File: src/rtl/irqc_pkg.sv
package irqc_pkg;
    function automatic int unsigned bits_for(input int unsigned n);
        return (n <= 2) ? 1 : $clog2(n);
    endfunction
endpackage

File: src/rtl/irqc_cfg_bank.sv
module irqc_cfg_bank #(
    parameter int unsigned NUM_SRC  = 8,
    parameter int unsigned NUM_LVL  = 7,
    parameter int unsigned LVL_W    = 3,
    parameter int unsigned VEC_W    = 8,
    parameter int unsigned IDX_W    = 3,
    parameter int unsigned VEC_BASE = 16
) (
    input  logic             clk,
    input  logic             rst_n,
    input  logic             wr_en,
    input  logic [IDX_W-1:0] wr_idx,
    input  logic [LVL_W-1:0] wr_level,
    input  logic [VEC_W-1:0] wr_vector,
    output logic [LVL_W-1:0] lvl_tab [NUM_SRC],
    output logic [VEC_W-1:0] vec_tab [NUM_SRC]
);
    logic [LVL_W-1:0] lvl_d [NUM_SRC];
    logic [LVL_W-1:0] lvl_q [NUM_SRC];
    logic [VEC_W-1:0] vec_d [NUM_SRC];
    logic [VEC_W-1:0] vec_q [NUM_SRC];
    logic [LVL_W-1:0] wr_level_lim;

    always_comb begin
        wr_level_lim = (wr_level > LVL_W'(NUM_LVL)) ? LVL_W'(NUM_LVL) : wr_level;
        for (int i = 0; i < NUM_SRC; i++) begin
            lvl_d[i] = lvl_q[i];
            vec_d[i] = vec_q[i];
            if (wr_en && wr_idx == IDX_W'(i)) begin
                lvl_d[i] = wr_level_lim;
                vec_d[i] = wr_vector;
            end
        end
    end

    always_ff @(posedge clk or negedge rst_n) begin
        if (!rst_n) begin
            for (int i = 0; i < NUM_SRC; i++) begin
                lvl_q[i] <= LVL_W'((i % NUM_LVL) + 1);
                vec_q[i] <= VEC_W'(VEC_BASE + i);
            end
        end else begin
            for (int i = 0; i < NUM_SRC; i++) begin
                lvl_q[i] <= lvl_d[i];
                vec_q[i] <= vec_d[i];
            end
        end
    end

    assign lvl_tab = lvl_q;
    assign vec_tab = vec_q;
endmodule

File: src/rtl/irqc_arbiter.sv
module irqc_arbiter #(
    parameter int unsigned NUM_SRC = 8,
    parameter int unsigned LVL_W   = 3,
    parameter int unsigned IDX_W   = 3
) (
    input  logic [NUM_SRC-1:0] pend,
    input  logic [LVL_W-1:0]   lvl_tab [NUM_SRC],
    input  logic [LVL_W-1:0]   threshold,
    output logic               found,
    output logic [IDX_W-1:0]   win_idx,
    output logic [LVL_W-1:0]   win_lvl
);
    // Strict comparison keeps the first (lowest) index on a tie and
    // rejects anything not above the threshold.
    always_comb begin
        found   = 1'b0;
        win_idx = '0;
        win_lvl = threshold;
        for (int i = 0; i < NUM_SRC; i++) begin
            if (pend[i] && lvl_tab[i] > win_lvl) begin
                found   = 1'b1;
                win_idx = IDX_W'(i);
                win_lvl = lvl_tab[i];
            end
        end
    end
endmodule

File: src/rtl/irqc_level_track.sv
module irqc_level_track #(
    parameter int unsigned NUM_LVL = 7,
    parameter int unsigned LVL_W   = 3
) (
    input  logic [NUM_LVL-1:0] in_svc,
    output logic [LVL_W-1:0]   level,
    output logic [NUM_LVL-1:0] top_mask
);
    // Bit l of in_svc stands for level l+1.
    always_comb begin
        level    = '0;
        top_mask = '0;
        for (int l = 0; l < NUM_LVL; l++) begin
            if (in_svc[l]) begin
                level    = LVL_W'(l + 1);
                top_mask = '0;
                top_mask[l] = 1'b1;
            end
        end
    end
endmodule

File: src/rtl/prio_vec_irq.sv
module prio_vec_irq #(
    parameter int unsigned NUM_SRC  = 8,
    parameter int unsigned NUM_LVL  = 7,
    parameter int unsigned VEC_W    = 8,
    parameter int unsigned VEC_BASE = 16,
    localparam int unsigned LVL_W   = irqc_pkg::bits_for(NUM_LVL + 1),
    localparam int unsigned IDX_W   = irqc_pkg::bits_for(NUM_SRC)
) (
    input  logic               clk,
    input  logic               rst_n,
    input  logic [NUM_SRC-1:0] irq_req,
    input  logic               cfg_we,
    input  logic [IDX_W-1:0]   cfg_idx,
    input  logic [LVL_W-1:0]   cfg_level,
    input  logic [VEC_W-1:0]   cfg_vector,
    input  logic               irq_ack,
    input  logic               eoi,
    output logic               irq_out,
    output logic [VEC_W-1:0]   vec_out,
    output logic [LVL_W-1:0]   cur_level
);
    typedef struct packed {
        logic [NUM_SRC-1:0] pend;
        logic [NUM_LVL-1:0] isr;
        logic [VEC_W-1:0]   vec;
    } ctrl_t;

    ctrl_t state_d, state_q;

    logic [LVL_W-1:0]   lvl_tab [NUM_SRC];
    logic [VEC_W-1:0]   vec_tab [NUM_SRC];
    logic               found;
    logic [IDX_W-1:0]   win_idx;
    logic [LVL_W-1:0]   win_lvl;
    logic [NUM_LVL-1:0] top_mask;
    logic               take;

    irqc_cfg_bank #(
        .NUM_SRC(NUM_SRC), .NUM_LVL(NUM_LVL), .LVL_W(LVL_W),
        .VEC_W(VEC_W), .IDX_W(IDX_W), .VEC_BASE(VEC_BASE)
    ) cfg_i (
        .clk(clk), .rst_n(rst_n),
        .wr_en(cfg_we), .wr_idx(cfg_idx),
        .wr_level(cfg_level), .wr_vector(cfg_vector),
        .lvl_tab(lvl_tab), .vec_tab(vec_tab)
    );

    irqc_level_track #(.NUM_LVL(NUM_LVL), .LVL_W(LVL_W)) trk_i (
        .in_svc(state_q.isr), .level(cur_level), .top_mask(top_mask)
    );

    irqc_arbiter #(.NUM_SRC(NUM_SRC), .LVL_W(LVL_W), .IDX_W(IDX_W)) arb_i (
        .pend(state_q.pend), .lvl_tab(lvl_tab), .threshold(cur_level),
        .found(found), .win_idx(win_idx), .win_lvl(win_lvl)
    );

    assign take = irq_ack && found;

    always_comb begin
        state_d = state_q;
        // Pending: latch new requests; an acknowledge clears the winner.
        state_d.pend = state_q.pend | irq_req;
        // In-service: retire the top level first, then add the new one.
        if (eoi) begin
            state_d.isr = state_q.isr & ~top_mask;
        end
        if (take) begin
            for (int i = 0; i < NUM_SRC; i++) begin
                if (win_idx == IDX_W'(i)) begin
                    state_d.pend[i] = 1'b0;
                end
            end
            for (int l = 0; l < NUM_LVL; l++) begin
                if (win_lvl == LVL_W'(l + 1)) begin
                    state_d.isr[l] = 1'b1;
                end
            end
            state_d.vec = vec_tab[win_idx];
        end
    end

    always_ff @(posedge clk or negedge rst_n) begin
        if (!rst_n) begin
            state_q <= '0;
        end else begin
            state_q <= state_d;
        end
    end

    assign irq_out = found;
    assign vec_out = state_q.vec;
endmodule

File: config.mk
export PLATFORM = sky130hd
export DESIGN_NAME = prio_vec_irq
export DESIGN_NICKNAME = d
export VERILOG_FILES = /design/src/rtl/irqc_pkg.sv /design/src/rtl/irqc_cfg_bank.sv /design/src/rtl/irqc_arbiter.sv /design/src/rtl/irqc_level_track.sv /design/src/rtl/prio_vec_irq.sv
export SDC_FILE = /design/constraint.sdc
export NUM_CORES = 1
export LEC_CHECK = 0
export CORE_MARGIN = 2
export CORE_UTILIZATION = 60
export DETAILED_ROUTE_END_ITERATION = 10
export GPL_ROUTABILITY_DRIVEN = 0
export PLACE_DENSITY = 0.81
export SLEW_MARGIN = 20
export SYNTH_ARGS = -nofsm -noshare
export SYNTH_HDL_FRONTEND = slang
export SYNTH_HIERARCHICAL = 1
export SYNTH_SLANG_ARGS = --single-unit
File: constraint.sdc
create_clock -name clk -period 15.25 [get_ports clk]
set_clock_uncertainty 0.05 [all_clocks]
set_input_delay 3.05 -clock clk [delete_from_list [all_inputs] [get_ports clk]]
set_output_delay 3.05 -clock clk [all_outputs]
set_load 0.03 [all_outputs]
# --- Word-level counts from Yosys, hierarchy flattened ---
# Index checks and enable logic that the tools add are counted.
totals:
  regBits: 111
  output_inout_bits: 12
  word_cells: 131
op_classes:
  magnitude_cmp: 10
  eq_ne: 21
  muxes: 58
  bitwise_logic: 4
  n_reduce_logical: 19
ops:
  columns: ["cell", "count"]
  rows:
  - ["$mux W3", 18]
  - ["$eq A3 B3 Y1 const B", 12]
  - ["$mux W1", 26]
  - ["$bmux W8 S3", 1]
  - ["$gt A3 B3 Y1", 8]
  - ["$mux W23", 1]
  - ["$eq A3 B2 Y1 const B", 6]
  - ["$logic_and A1 B1 Y1", 17]
  - ["$mux W8", 2]
  - ["$mux W7", 2]
  - ["$mux W2", 5]
  - ["$eq A3 B1 Y1 const B", 3]
  - ["$or A8 B8 Y8", 1]
  - ["$and A7 B7 Y7", 1]
  - ["$not A7 Y7", 1]
  - ["$logic_not A3 Y1", 2]
  - ["$mux W6", 1]
  - ["$mux W5", 1]
  - ["$ge A4 B4 Y1 const B", 1]
  - ["$mux W4", 1]
  - ["$not A3 Y4", 1]
  - ["$gt A3 B3 Y1 const B", 1]

# --- Depth between registers and ports, before layout ---
# Gate-level depths: netlist of the first run.
logic_depth:
  word_depth: 36
  ltp_mapped: 62
  mapped_depth_nobuf: 59

# --- Modules after synthesis ---
# The synthesis of the first run kept the hierarchy.
modules_own_cells:
  columns: ["mod", "instances", "cells_per_inst", "area_each_um2"]
  rows:
  - ["irqc_cfg_bank", 1, 192, 3520.9]
  - ["prio_vec_irq", 1, 147, 1515.2]
  - ["irqc_arbiter", 1, 154, 1052.3]
  - ["irqc_level_track", 1, 17, 121.4]

# --- Least setup slack after synthesis of the first run ---
# Ideal clock, no wire load.
synth_timing:
  kind: "flip-flop to output port"
  startpoint: "register state_q[9] (netlist bit)"
  endpoint: "output port irq_out"
  t_arrival_ns: 11.217
  required_ns: 12.150
  setup_slack_ns: 0.933
  stages_incl_launch_ff: 55
  cell_sequence: "dfrtp_1 > nor2b_1 > nor3_1 > o31ai_1 > ha_1 > and3b_1 > o211ai_2 > buf_2 > o21ai_0 > ha_1 > nor2_1 > maj3_2 > or3_1 > a32oi_2 > nand2_1 > o21ai_0 > ha_1 > nor2_1 > [... 19 more ...] > o221a_1 > maj3_2 > nand2_2 > mux2_4 > ha_1 > a21oi_1 > maj3_1 > and2_1 > clkbuf_1 > nor2_1 > a21oi_1 > ha_1 > nor2b_1 > o21ai_0 > a21oi_1 > nor2_1 > nand3b_1 > or4_1"
synth_between:
  elab_chain_cells: 30
synth_rtl:
  columns: ["element", "line_no", "source"]
  rows:
  - ["start, declared", "prio_vec_irq.sv:28", "ctrl_t state_d, state_q;"]
  - ["start signal, assigned", "prio_vec_irq.sv:86", "state_q <= state_d;"]
  - ["$mux W2 * (2 in a row)", "irqc_level_track.sv:14", "if (in_svc[l]) begin"]
  - ["$mux W3 * (4 in a row)", "irqc_level_track.sv:14", null]
  - ["via cur_level[0]", "prio_vec_irq.sv:20", "output logic [LVL_W-1:0] cur_level"]
  - ["$gt A3 B3 Y1", "irqc_arbiter.sv:20", "if (pend[i] && lvl_tab[i] > win_lvl) begin"]
  - ["$logic_and A1 B1 Y1", "irqc_arbiter.sv:20", null]
  - ["$mux W3", "irqc_arbiter.sv:20", null]
  - ["$gt A3 B3 Y1", "irqc_arbiter.sv:20", null]
  - ["$logic_and A1 B1 Y1", "irqc_arbiter.sv:20", null]
  - ["[... 11 more ...]", null, null]
  - ["$logic_and A1 B1 Y1", "irqc_arbiter.sv:20", null]
  - ["$mux W3", "irqc_arbiter.sv:20", null]
  - ["$gt A3 B3 Y1", "irqc_arbiter.sv:20", null]
  - ["$logic_and A1 B1 Y1", "irqc_arbiter.sv:20", null]
  - ["$mux W3", "irqc_arbiter.sv:20", null]
  - ["$gt A3 B3 Y1", "irqc_arbiter.sv:20", null]
  - ["$logic_and A1 B1 Y1", "irqc_arbiter.sv:20", null]
  - ["$mux W1 *", "irqc_arbiter.sv:20", null]
  - ["end, declared", "prio_vec_irq.sv:18", "output logic irq_out,"]
# Mark *: on every way through the listed nets, which the timed path passes. The rest lies on a longest branch.

# --- Final worst setup path of the first run ---
layout_timing:
  startpoint: "register state_q[12] (netlist bit)"
  endpoint: "output port irq_out"
layout_between:
  elab_chain_cells: 27
layout_rtl:
  columns: ["element", "line_no"]
  rows:
  - ["$mux W3 * (3 in a row)", "irqc_level_track.sv:14"]
  - ["$gt A3 B3 Y1", "irqc_arbiter.sv:20"]
  - ["$logic_and A1 B1 Y1", "irqc_arbiter.sv:20"]
  - ["$mux W3", "irqc_arbiter.sv:20"]
  - ["$gt A3 B3 Y1", "irqc_arbiter.sv:20"]
  - ["$logic_and A1 B1 Y1", "irqc_arbiter.sv:20"]
  - ["$mux W3", "irqc_arbiter.sv:20"]
  - ["$gt A3 B3 Y1", "irqc_arbiter.sv:20"]
  - ["[... 9 more ...]", null]
  - ["$logic_and A1 B1 Y1", "irqc_arbiter.sv:20"]
  - ["$mux W3", "irqc_arbiter.sv:20"]
  - ["$gt A3 B3 Y1", "irqc_arbiter.sv:20"]
  - ["$logic_and A1 B1 Y1", "irqc_arbiter.sv:20"]
  - ["$mux W3", "irqc_arbiter.sv:20"]
  - ["$gt A3 B3 Y1", "irqc_arbiter.sv:20"]
  - ["$logic_and A1 B1 Y1", "irqc_arbiter.sv:20"]
  - ["$mux W1 *", "irqc_arbiter.sv:20"]
# Every way passes the cells marked *; elsewhere a longest branch is shown, timed or not.

==> flow_summary.json, run 1 <==
{
  "crit_top_cell": "ha_1",
  "cts_tree": "yes",
  "num_antenna_cells": 0,
  "dieArea_mm2": 0.0112,
  "drt_pass1_iterations": 5,
  "r2r-start": "state_q[12]$_DFF_PN0_",
  "wl_met2_um": 6620,
  "regArea_mm2": 0.00282,
  "cp_num_buf_inv": 3,
  "cts-root-buf": "clkbuf_8",
  "htree_levels": 3,
  "track_usage": 0.252,
  "cpPeakStageDelay_ns": 0.56,
  "die_w_um": 106,
  "status": "complete, no violations",
  "synth_area_per_cell_um2": 12.2,
  "dp_hpwl_um": 8880,
  "area_delta_synth_final_pct": 10.6,
  "synth.area.top_cells": "dfrtp_1, dfstp_2, mux2_2",
  "yosysTopAreaCellShare": 0.314,
  "hold_path.class": "reg -> reg",
  "worstPathMaxFanout": 7,
  "route.met3.wl_um": 484,
  "ys_ff_latch": 111,
  "drive_gt1_frac": 0.358,
  "fin_crit_ns": 14.61,
  "multi_input_area_mm2": 0.00315,
  "wl_per_cell_um": 19.4,
  "synth_ff_type": "dfrtp_1",
  "yosysWarnings": 6,
  "drt_iter0_drc": 221,
  "grt_pass1_wl_um": 22100,
  "synth_edf_count": 0,
  "cp.required_ns": 12.15,
  "fmaxAchievable_mhz": 68.5,
  "wl_met1_um": 5850,
  "synth.yosys.seq_area_share": 0.454,
  "ant_nets": 0,
  "critPathKind": "reg -> out",
  "fin_crit_sh": 0.958,
  "antenna_found_initial": 0,
  "top_layer": "met4",
  "fin_nets": 579,
  "initial_utilization": 0.610,
  "hold_viol_final": 0,
  "cp-start-kind": "register",
  "synth.distinct_cells": 74,
  "slew_headroom": 0.226,
  "drv_slew": 0,
  "clock-sinks": 111,
  "grt_pass1_vias": 4306,
  "grt_max_degree": 81,
  "insertion_delay_ns": 0.38,
  "setup_viol": 0,
  "port_buffers": 38,
  "arrival_ns": 11.51,
  "min-delay-start": "vec_out[6]$_DFFE_PN0P_",
  "viasPerCell": 6.15,
  "io_pins": 39,
  "drt-total-wl_um": 13200,
  "die_height_um": 106,
  "cts_buffers": 9,
  "post-route-util": 0.674,
  "cp_slowest_cell": "or4_1",
  "vias": 4184,
  "fp-row-count": 37,
  "cts.reportedPaths.clkPinSlew_ns": 0.11,
  "cts_buffer_depth": 2,
  "syn_nets": 550,
  "drc_errors": 0,
  "path_delay_family": "adder cells",
  "startpoint": "state_q[12]$_DFF_PN0_",
  "synth_top_cell_by_area": "dfrtp_1",
  "grt_overflow": 0,
  "maxCapViolCount": 0,
  "worstMarginPinSlew_ns": 1.15,
  "synth_cells": 510,
  "nFillCells": 776,
  "core-area_mm2": 0.0102,
  "synthArstFlopShare": 1.00,
  "endpoint_kind": "output pin",
  "synth_area_mm2": 0.00621
}
cell type report:
cell class | instances | share of cell area
well taps | 136 | 0.0248
multi-input cells | 353 | 0.459
repair buffers | 45 | 0.0649
clock inverters | 6 | 0.0115
flip-flops and latches | 111 | 0.411
clock buffers | 10 | 0.0186
inverters | 19 | 0.0104
what timing repair did:
action | CTS | global route
hold buffers | 0 | 0
gates resized for setup | 2 | 10
setup endpoints to repair | 1 | 1
gates cloned | 0 | 1
pin swaps | 0 | 3
setup buffers | 0 | 3
hold endpoints to repair | 0 | 0
Yosys cell counts (2+ instances only):
| cell type | count |
|---|---|
| a21boi_0 | 3 |
| a21o_1 | 2 |
| a21oi_1 | 10 |
| a221o_1 | 3 |
| a221oi_1 | 2 |
| a22o_1 | 8 |
| a31oi_1 | 3 |
| and2_1 | 6 |
| and4bb_4 | 3 |
| buf_2 | 3 |
| buf_4 | 13 |
| buf_6 | 6 |
| clkbuf_1 | 4 |
| dfrtp_1 | 78 |
| dfstp_2 | 33 |
| ha_1 | 13 |
| inv_1 | 18 |
| maj3_2 | 3 |
| mux2_2 | 76 |
| mux2_4 | 31 |
| mux2i_1 | 20 |
| nand2_1 | 40 |
| nand2_2 | 2 |
| nand2b_1 | 6 |
| nand3_1 | 9 |
| nand4b_1 | 3 |
| nor2_1 | 14 |
| nor2b_1 | 5 |
| nor3_1 | 2 |
| nor3b_2 | 2 |
| o211ai_1 | 4 |
| o21a_1 | 3 |
| o21ai_0 | 13 |
| o21bai_1 | 2 |
| o22a_1 | 3 |
| o22ai_1 | 8 |
| o31ai_1 | 12 |
| o31ai_2 | 2 |
| o32a_1 | 4 |
| or2_2 | 3 |
| or4_1 | 2 |
registers in the layout, summed over array words and instances, names as in the netlist:
signal	count
cfg_i/vec_tab	64
vec_out	8
cfg_i/lvl_tab	24
state_q	15
worst reg2reg max path: cells and delay by family (launching register included):
| kind | cells | cell delay [ns] |
|---|---|---|
| adders and majority gates | 11 | 3.29 |
| and+or+nand+nor | 22 | 4.27 |
| buffers and inverters | 2 | 0.17 |
| AOI/OAI and AO/OA | 18 | 2.81 |
| muxes | 4 | 1.12 |
| DFF | 1 | 0.44 |
kinds of logic (layout without fill, tap and decap cells):
logic type                 count (synthesis)  count (layout)  synth area share
muxes                                    127             127             0.245
DFF                                      111             111             0.454
and+or+nand+nor                          111             111             0.102
AOI/OAI and AO/OA                         97              98             0.119
buffers and inverters                     47              80            0.0467
adders and majority gates                 17              17            0.0332
path summary, 6_finish.rpt:
| check | to | slack (ns) | cells after the start |
|---|---|---|---|
| setup / recovery | irq_out | 0.64 | 55 |
| hold / removal | vec_out[6]$_DFFE_PN0P_ | 0.45 | 2 |
| setup reg to reg | state_q[15]$_DFF_PN0_ | 3.06 | 57 |
| hold reg to reg | vec_out[6]$_DFFE_PN0P_ | 0.45 | 2 |
| max in group asynchronous | cfg_i/lvl_tab[14]$_DFFE_PN1P_ | 11.55 | 3 |
| min in group asynchronous | cfg_i/vec_tab[15]$_DFFE_PN0P_ | 2.54 | 1 |
per-stage QoR:
step / cells / setup slack (ns) / instance area, um^2 / hold WS (ns) / TNS, ns
floorplan: 510 / 0.933 / 6210 / 0.389 / 0
global placement: 659 / 0.761 / 6560 / 0.416 / 0
detailed placement: 659 / 0.184 / 6560 / 0.423 / 0
CTS: 675 / 0.104 / 6780 / 0.447 / 0
global route: 680 / -0.0395 / 6870 / 0.457 / -0.0395
finish: 680 / 0.641 / 6870 / 0.445 / 0
metal layers:
layer | GRT usage | vias to the layer above
met5 | 0 | -
met4 | 0.0808 | 0
met3 | 0.0353 | 21
met2 | 0.417 | 88
met1 | 0.344 | 2145
li1 | - | 1930
layout by cell type, fill, tap and decap left out, types with 3 or more instances in the layout:
cell / instances
o22ai_1: 8
a31oi_1: 3
inv_1: 18
nand2_2: 3
mux2_2: 76
o21ai_0: 12
maj3_2: 3
nand3_1: 9
a21oi_1: 9
nand2b_1: 6
o21a_1: 3
clkbuf_8: 9
clkdlybuf4s50_1: 36
and4bb_4: 3
mux2_4: 31
o32a_1: 4
a21boi_0: 3
o22a_1: 3
nand2_1: 39
a221o_1: 3
mux2i_1: 20
dfstp_2: 33
or2_2: 3
dfrtp_1: 78
nand4b_1: 3
nor2b_1: 5
and2_1: 6
ha_1: 13
o31ai_1: 12
o211ai_1: 4
buf_4: 7
a22o_1: 8
nor2_1: 12
Power of run 1 is not shown: default switching activity piles up to over one toggle a cycle in this logic, so the estimate is an artifact.
==> inputs of run 2 (changes only) <==
--- a/config.mk
+++ b/config.mk
@@ -5,13 +5,14 @@
 export SDC_FILE = /design/constraint.sdc
 export NUM_CORES = 1
 export LEC_CHECK = 0
+export ABC_AREA = 1
 export CORE_MARGIN = 2
 export CORE_UTILIZATION = 60
 export DETAILED_ROUTE_END_ITERATION = 10
 export GPL_ROUTABILITY_DRIVEN = 0
 export PLACE_DENSITY = 0.81
+export SETUP_SLACK_MARGIN = 0.4
 export SLEW_MARGIN = 20
 export SYNTH_ARGS = -nofsm -noshare
 export SYNTH_HDL_FRONTEND = slang
-export SYNTH_HIERARCHICAL = 1
 export SYNTH_SLANG_ARGS = --single-unit
==> flow_summary.json, run 2 <==
{
  "ys_ff_latch": 111,
  "vias": 5221,
  "rsz0062_at_grt": "false",
  "tns_ns": 0,
  "core-area_mm2": 0.00973,
  "synth-compound-area-share": 0.131,
  "fp-row-count": 36,
  "violations": "DRC",
  "synth_top_cell_by_area": "dfrtp_1",
  "route.met3.wl_um": 989,
  "grt_pass1_vias": 4984,
  "clock-sinks": 111,
  "grt_max_degree": 67,
  "synth_area_mm2": 0.00600,
  "cts_tree": "yes",
  "worstMarginPinSlew_ns": 0.927,
  "nFillCells": 827,
  "die_height_um": 104,
  "dp_hpwl_um": 10600,
  "critPathKind": "reg -> out",
  "endpoint_kind": "output pin",
  "yosysWarnings": 0,
  "synth_ff_type": "dfrtp_1",
  "synthArstFlopShare": 1.00,
  "drive_gt1_frac": 0.144,
  "wl_met1_um": 6180,
  "cp-start-kind": "register",
  "slew_headroom": 0.380,
  "cts_buffer_depth": 2,
  "die_w_um": 104,
  "synth_area_per_cell_um2": 7.94,
  "syn_nets": 796,
  "synthTopCellsByCount": "nand2_1, o21ai_0, inv_1",
  "cts-root-buf": "clkbuf_8",
  "hold_viol_final": 0,
  "track_usage": 0.289,
  "drt_iter0_drc": 451,
  "fin_crit_sh": 0.898,
  "area_delta_synth_final_pct": 9.98,
  "synthMostInstantiatedCell": "nand2_1",
  "synthSimpleGateAreaFrac": 0.279,
  "drv_slew": 0,
  "synthMuxAreaShare": 0,
  "cts_buffers": 9,
  "largest_reg_flops": 64,
  "grt_pass1_wl_um": 24800,
  "worstPathMaxFanout": 18,
  "synth.area.top_cells": "dfrtp_1, dfstp_2, nand2_1",
  "cts.reportedPaths.clkPinSlew_ns": 0.11,
  "synth.yosys.seq_area_share": 0.470,
  "htree_levels": 3,
  "status": "finished with violations",
  "arrival_ns": 10.59,
  "viasPerCell": 5.72,
  "synth-adder-area-share": 0.0271,
  "dieArea_mm2": 0.0108,
  "final_common_cell": "nand2_1",
  "synth_cells": 756,
  "cp_slowest_cell": "dfrtp_1",
  "antenna_found_initial": 0,
  "ctsHoldBuffers": 0,
  "maxCapViolCount": 0,
  "fmaxAchievable_mhz": 73.0,
  "synth_top_family_by_area": "simple AND/OR/NAND/NOR gates",
  "insertion_delay_ns": 0.40,
  "top_layer": "met4",
  "drc_errors": 1,
  "yosys.area_share.xor_xnor": 0,
  "hold_path.class": "reg -> reg",
  "multi_input_area_mm2": 0.00264,
  "yosysTopAreaCellShare": 0.325,
  "synth_edf_count": 0,
  "drt_pass1_iterations": 9,
  "cp.required_ns": 12.15,
  "wl_met2_um": 7600,
  "grt_overflow": 0,
  "port_buffers": 38,
  "regArea_mm2": 0.00282,
  "num_antenna_cells": 0,
  "synth.distinct_cells": 37,
  "setup_viol": 0,
  "io_pins": 39,
  "wl_per_cell_um": 16.6,
  "worst_slack_ns": 1.56,
  "fin_nets": 814,
  "fin_crit_ns": 13.69,
  "cpPeakStageDelay_ns": 0.39,
  "ant_nets": 0,
  "final_cell_mix": "nand2_1, o21ai_0, inv_1, dfrtp_1, nor2_1",
  "drt-total-wl_um": 15200,
  "pre_cts_ws_ns": 1.52,
  "initial_utilization": 0.617
}
-- run 2: cell count changes after synthesis, sizes merged, moves of 9 or more --
cell	before	now
a21oi	11	23
a22o	9	0
clkbuf	4	17
inv	18	93
mux2	107	0
mux2i	20	0
nand2	42	223
nand3	9	50
nand4	1	26
nor2	16	52
o21ai	14	103
o31ai	14	0
-- run 2: worst paths after layout --
kind                                         from                       endpoint  slack, ns  depth (start not counted)
setup / recovery            state_q[10]$_DFF_PN0_                        irq_out       1.56                         62
min in group asynchronous                   rst_n  cfg_i.lvl_tab[23]$_DFFE_PN0P_       2.58                          1
max in group asynchronous                   rst_n  cfg_i.vec_tab[22]$_DFFE_PN0P_      11.33                          2
setup reg to reg            state_q[10]$_DFF_PN0_         vec_out[3]$_DFFE_PN0P_       4.74                         65
hold / removal             vec_out[3]$_DFFE_PN0P_         vec_out[3]$_DFFE_PN0P_       0.44                          2
hold reg to reg            vec_out[3]$_DFFE_PN0P_         vec_out[3]$_DFFE_PN0P_       0.44                          2
-- run 2: timing repair --
action,CTS,global route
gates resized for setup,0,4
setup endpoints to repair,0,1
buffers inserted,0,0
endpoints found under the hold margin,0,0
-- run 2: logic make-up after synthesis --
kind of cell	Yosys count
simple gates	358
compound gates	145
buf+inv	129
flops	111
fa+ha+maj	13
-- run 2: final cells by class --
class	instances	share of cell area
timing repair buffer	40	0.0599
multi-input combinational	517	0.399
tap	133	0.0252
sequential	111	0.427
clock buffer	10	0.0193
clock inverter	6	0.0140
inverter	95	0.0551
-- run 2: layer usage --
layer  vias up  GRT usage
li1       2489          -
met1      2497      0.372
met2       204      0.490
met3        31     0.0407
met4         0      0.125
met5         -          0
-- run 2: worst max-delay path: cells and delay by family, from the launching register on --
kind / cells / cell delay (ns)
fa+ha+maj: 8 / 2.39
flops: 1 / 0.39
simple gates: 31 / 3.55
buf+inv: 8 / 0.83
compound gates: 15 / 3.03
-- run 2: stage by stage --
| stage | cell area, um^2 | util | hold WS (ns) | cells |
|---|---|---|---|---|
| 6_report | 6600 | 0.679 | 0.441 | 912 |
| 5_1_grt | 6600 | 0.679 | 0.459 | 912 |
| 4_1_cts | 6590 | 0.677 | 0.447 | 911 |
| 3_5_place_dp | 6370 | 0.655 | 0.423 | 895 |
| 3_3_place_gp | 6370 | 0.655 | 0.416 | 895 |
| 2_1_floorplan | 6000 | - | 0.400 | 756 |
Power of run 2 is left out for the same reason.
==> inputs of run 3 (changes only) <==
--- a/config.mk
+++ b/config.mk
@@ -6,11 +6,13 @@
 export NUM_CORES = 1
 export LEC_CHECK = 0
 export ABC_AREA = 1
+export CORE_ASPECT_RATIO = 0.7
 export CORE_MARGIN = 2
 export CORE_UTILIZATION = 60
 export DETAILED_ROUTE_END_ITERATION = 10
 export GPL_ROUTABILITY_DRIVEN = 0
 export PLACE_DENSITY = 0.81
+export REMOVE_ABC_BUFFERS = 1
 export SETUP_SLACK_MARGIN = 0.4
 export SLEW_MARGIN = 20
 export SYNTH_ARGS = -nofsm -noshare
==> flow_summary.json, run 3 (synthesis gave the netlist of run 2 again) <==
{
  "r2r_slack_ns": 4.61,
  "clock-sinks": 111,
  "grt_pass1_vias": 5141,
  "rsz0062_at_grt": "false",
  "pre_cts_ws_ns": 1.53,
  "port_buffers": 38,
  "cts.reportedPaths.clkPinSlew_ns": 0.07,
  "grt_pass1_wl_um": 25700,
  "core-area_mm2": 0.00972,
  "drt_iter0_drc": 650,
  "cts_tree": "yes",
  "wl_per_cell_um": 17.5,
  "fin_nets": 814,
  "final_cell_mix": "nand2_1, o21ai_0, inv_1, dfrtp_1, nor2_1",
  "cts-root-buf": "clkbuf_16",
  "cts_buffers": 9,
  "tns_ns": 0,
  "cpPeakStageDelay_ns": 0.39,
  "hold_viol_final": 0,
  "slew_headroom": 0.373,
  "final_common_cell": "nand2_1",
  "drc_errors": 0,
  "drv_slew": 0,
  "critPathKind": "reg -> out",
  "maxCapViolCount": 0,
  "fmaxAchievable_mhz": 72.8,
  "min_path_cells": 2,
  "worst_slack_ns": 1.51,
  "ant_nets": 0,
  "cp.required_ns": 12.15,
  "track_usage": 0.312,
  "cts_buffer_depth": 2,
  "r2r-start": "state_q[10]$_DFF_PN0_",
  "crit_top_cell": "o21ai_0",
  "drt_pass1_iterations": 6,
  "insertion_delay_ns": 0.36,
  "fin_crit_ns": 13.74,
  "setup_viol": 0,
  "ff2ff_path_depth": 65,
  "htree_levels": 3,
  "antenna_found_initial": 0,
  "viasPerCell": 5.88,
  "startpoint": "state_q[10]$_DFF_PN0_",
  "cp-endpoint": "irq_out",
  "fin_crit_sh": 0.901,
  "hold_path.class": "reg -> reg",
  "cp-start-kind": "register",
  "largest_reg_flops": 64,
  "io_pins": 39,
  "final_area_mm2": 0.00671,
  "worstMarginPinSlew_ns": 0.938,
  "status": "complete, no violations",
  "endpoint_kind": "output pin",
  "dieArea_mm2": 0.0108,
  "die_w_um": 124,
  "drt-total-wl_um": 15900,
  "drive_gt1_frac": 0.145,
  "grt_max_degree": 62,
  "area_delta_synth_final_pct": 11.8,
  "initial_utilization": 0.618,
  "arrival_ns": 10.64,
  "die_height_um": 87.7,
  "num_antenna_cells": 0,
  "fp-row-count": 30,
  "cp_slowest_cell": "dfrtp_1",
  "post-route-util": 0.691,
  "grt_overflow": 0,
  "dp_hpwl_um": 10600,
  "vias": 5331,
  "worstReg2RegEnd": "vec_out[4]$_DFFE_PN0P_",
  "postPlaceCellArea_mm2": 0.00636,
  "worstPathMaxFanout": 18
}
-- run 3: cell types whose count changed in the layout (fill, tap and decap cells not counted), sizes merged --
| cell | change |
|---|---|
| clkinv | +2 |
| clkinvlp | -2 |
-- run 3: final cells by class --
class	count	area (um^2)
Timing Repair Buffer	40	395
Clock inverter	6	91.3
Inverter	95	364
Fill cell	771	3010
Sequential cell	111	2820
Clock buffer	10	239
Tap cell	128	160
Multi-Input combinational cell	517	2650
-- run 3: how the worst min path moves through the flow --
stage / slack, ns / startpoint / end
final: 0.44 / vec_out[6]$_DFFE_PN0P_ / vec_out[6]$_DFFE_PN0P_
after CTS: 0.44 / vec_out[0]$_DFFE_PN0P_ / vec_out[0]$_DFFE_PN0P_
after detailed placement: 0.42 / vec_out[0]$_DFFE_PN0P_ / vec_out[0]$_DFFE_PN0P_
after floorplan: 0.40 / cfg_i.lvl_tab[12]$_DFFE_PN0P_ / cfg_i.lvl_tab[12]$_DFFE_PN0P_
after global routing: 0.45 / cfg_i.vec_tab[33]$_DFFE_PN1P_ / cfg_i.vec_tab[33]$_DFFE_PN1P_
after global placement: 0.41 / vec_out[1]$_DFFE_PN0P_ / vec_out[1]$_DFFE_PN0P_
-- run 3: layer usage --
metal,track usage,share of wire,vias up
met4,0.101,0.022,0
met5,0,0,-
met2,0.475,0.44,231
met1,0.456,0.46,2586
met3,0.0586,0.079,33
li1,-,-,2481
-- run 3: repair_timing --
item	in CTS	in global routing
setup buffers	0	0
hold buffers	0	0
endpoints found under the setup margin	0	1
gates resized for setup	0	4
-- run 3: stage by stage --
| stage | cells | hold WS [ns] |
|---|---|---|
| finish | 907 | 0.436 |
| global route | 907 | 0.453 |
| CTS | 906 | 0.439 |
| detailed placement | 890 | 0.419 |
| global placement | 890 | 0.413 |
| floorplan | 722 | 0.403 |
-- run 3: worst max-delay path: cells and delay by family, from the launching register on --
family          cells  cell delay (ns)
buf+inv             8             0.84
flops               1             0.39
compound gates     15             2.97
simple gates       31             3.72
fa+ha+maj           8             2.37
Power of run 3 is left out for the same reason.
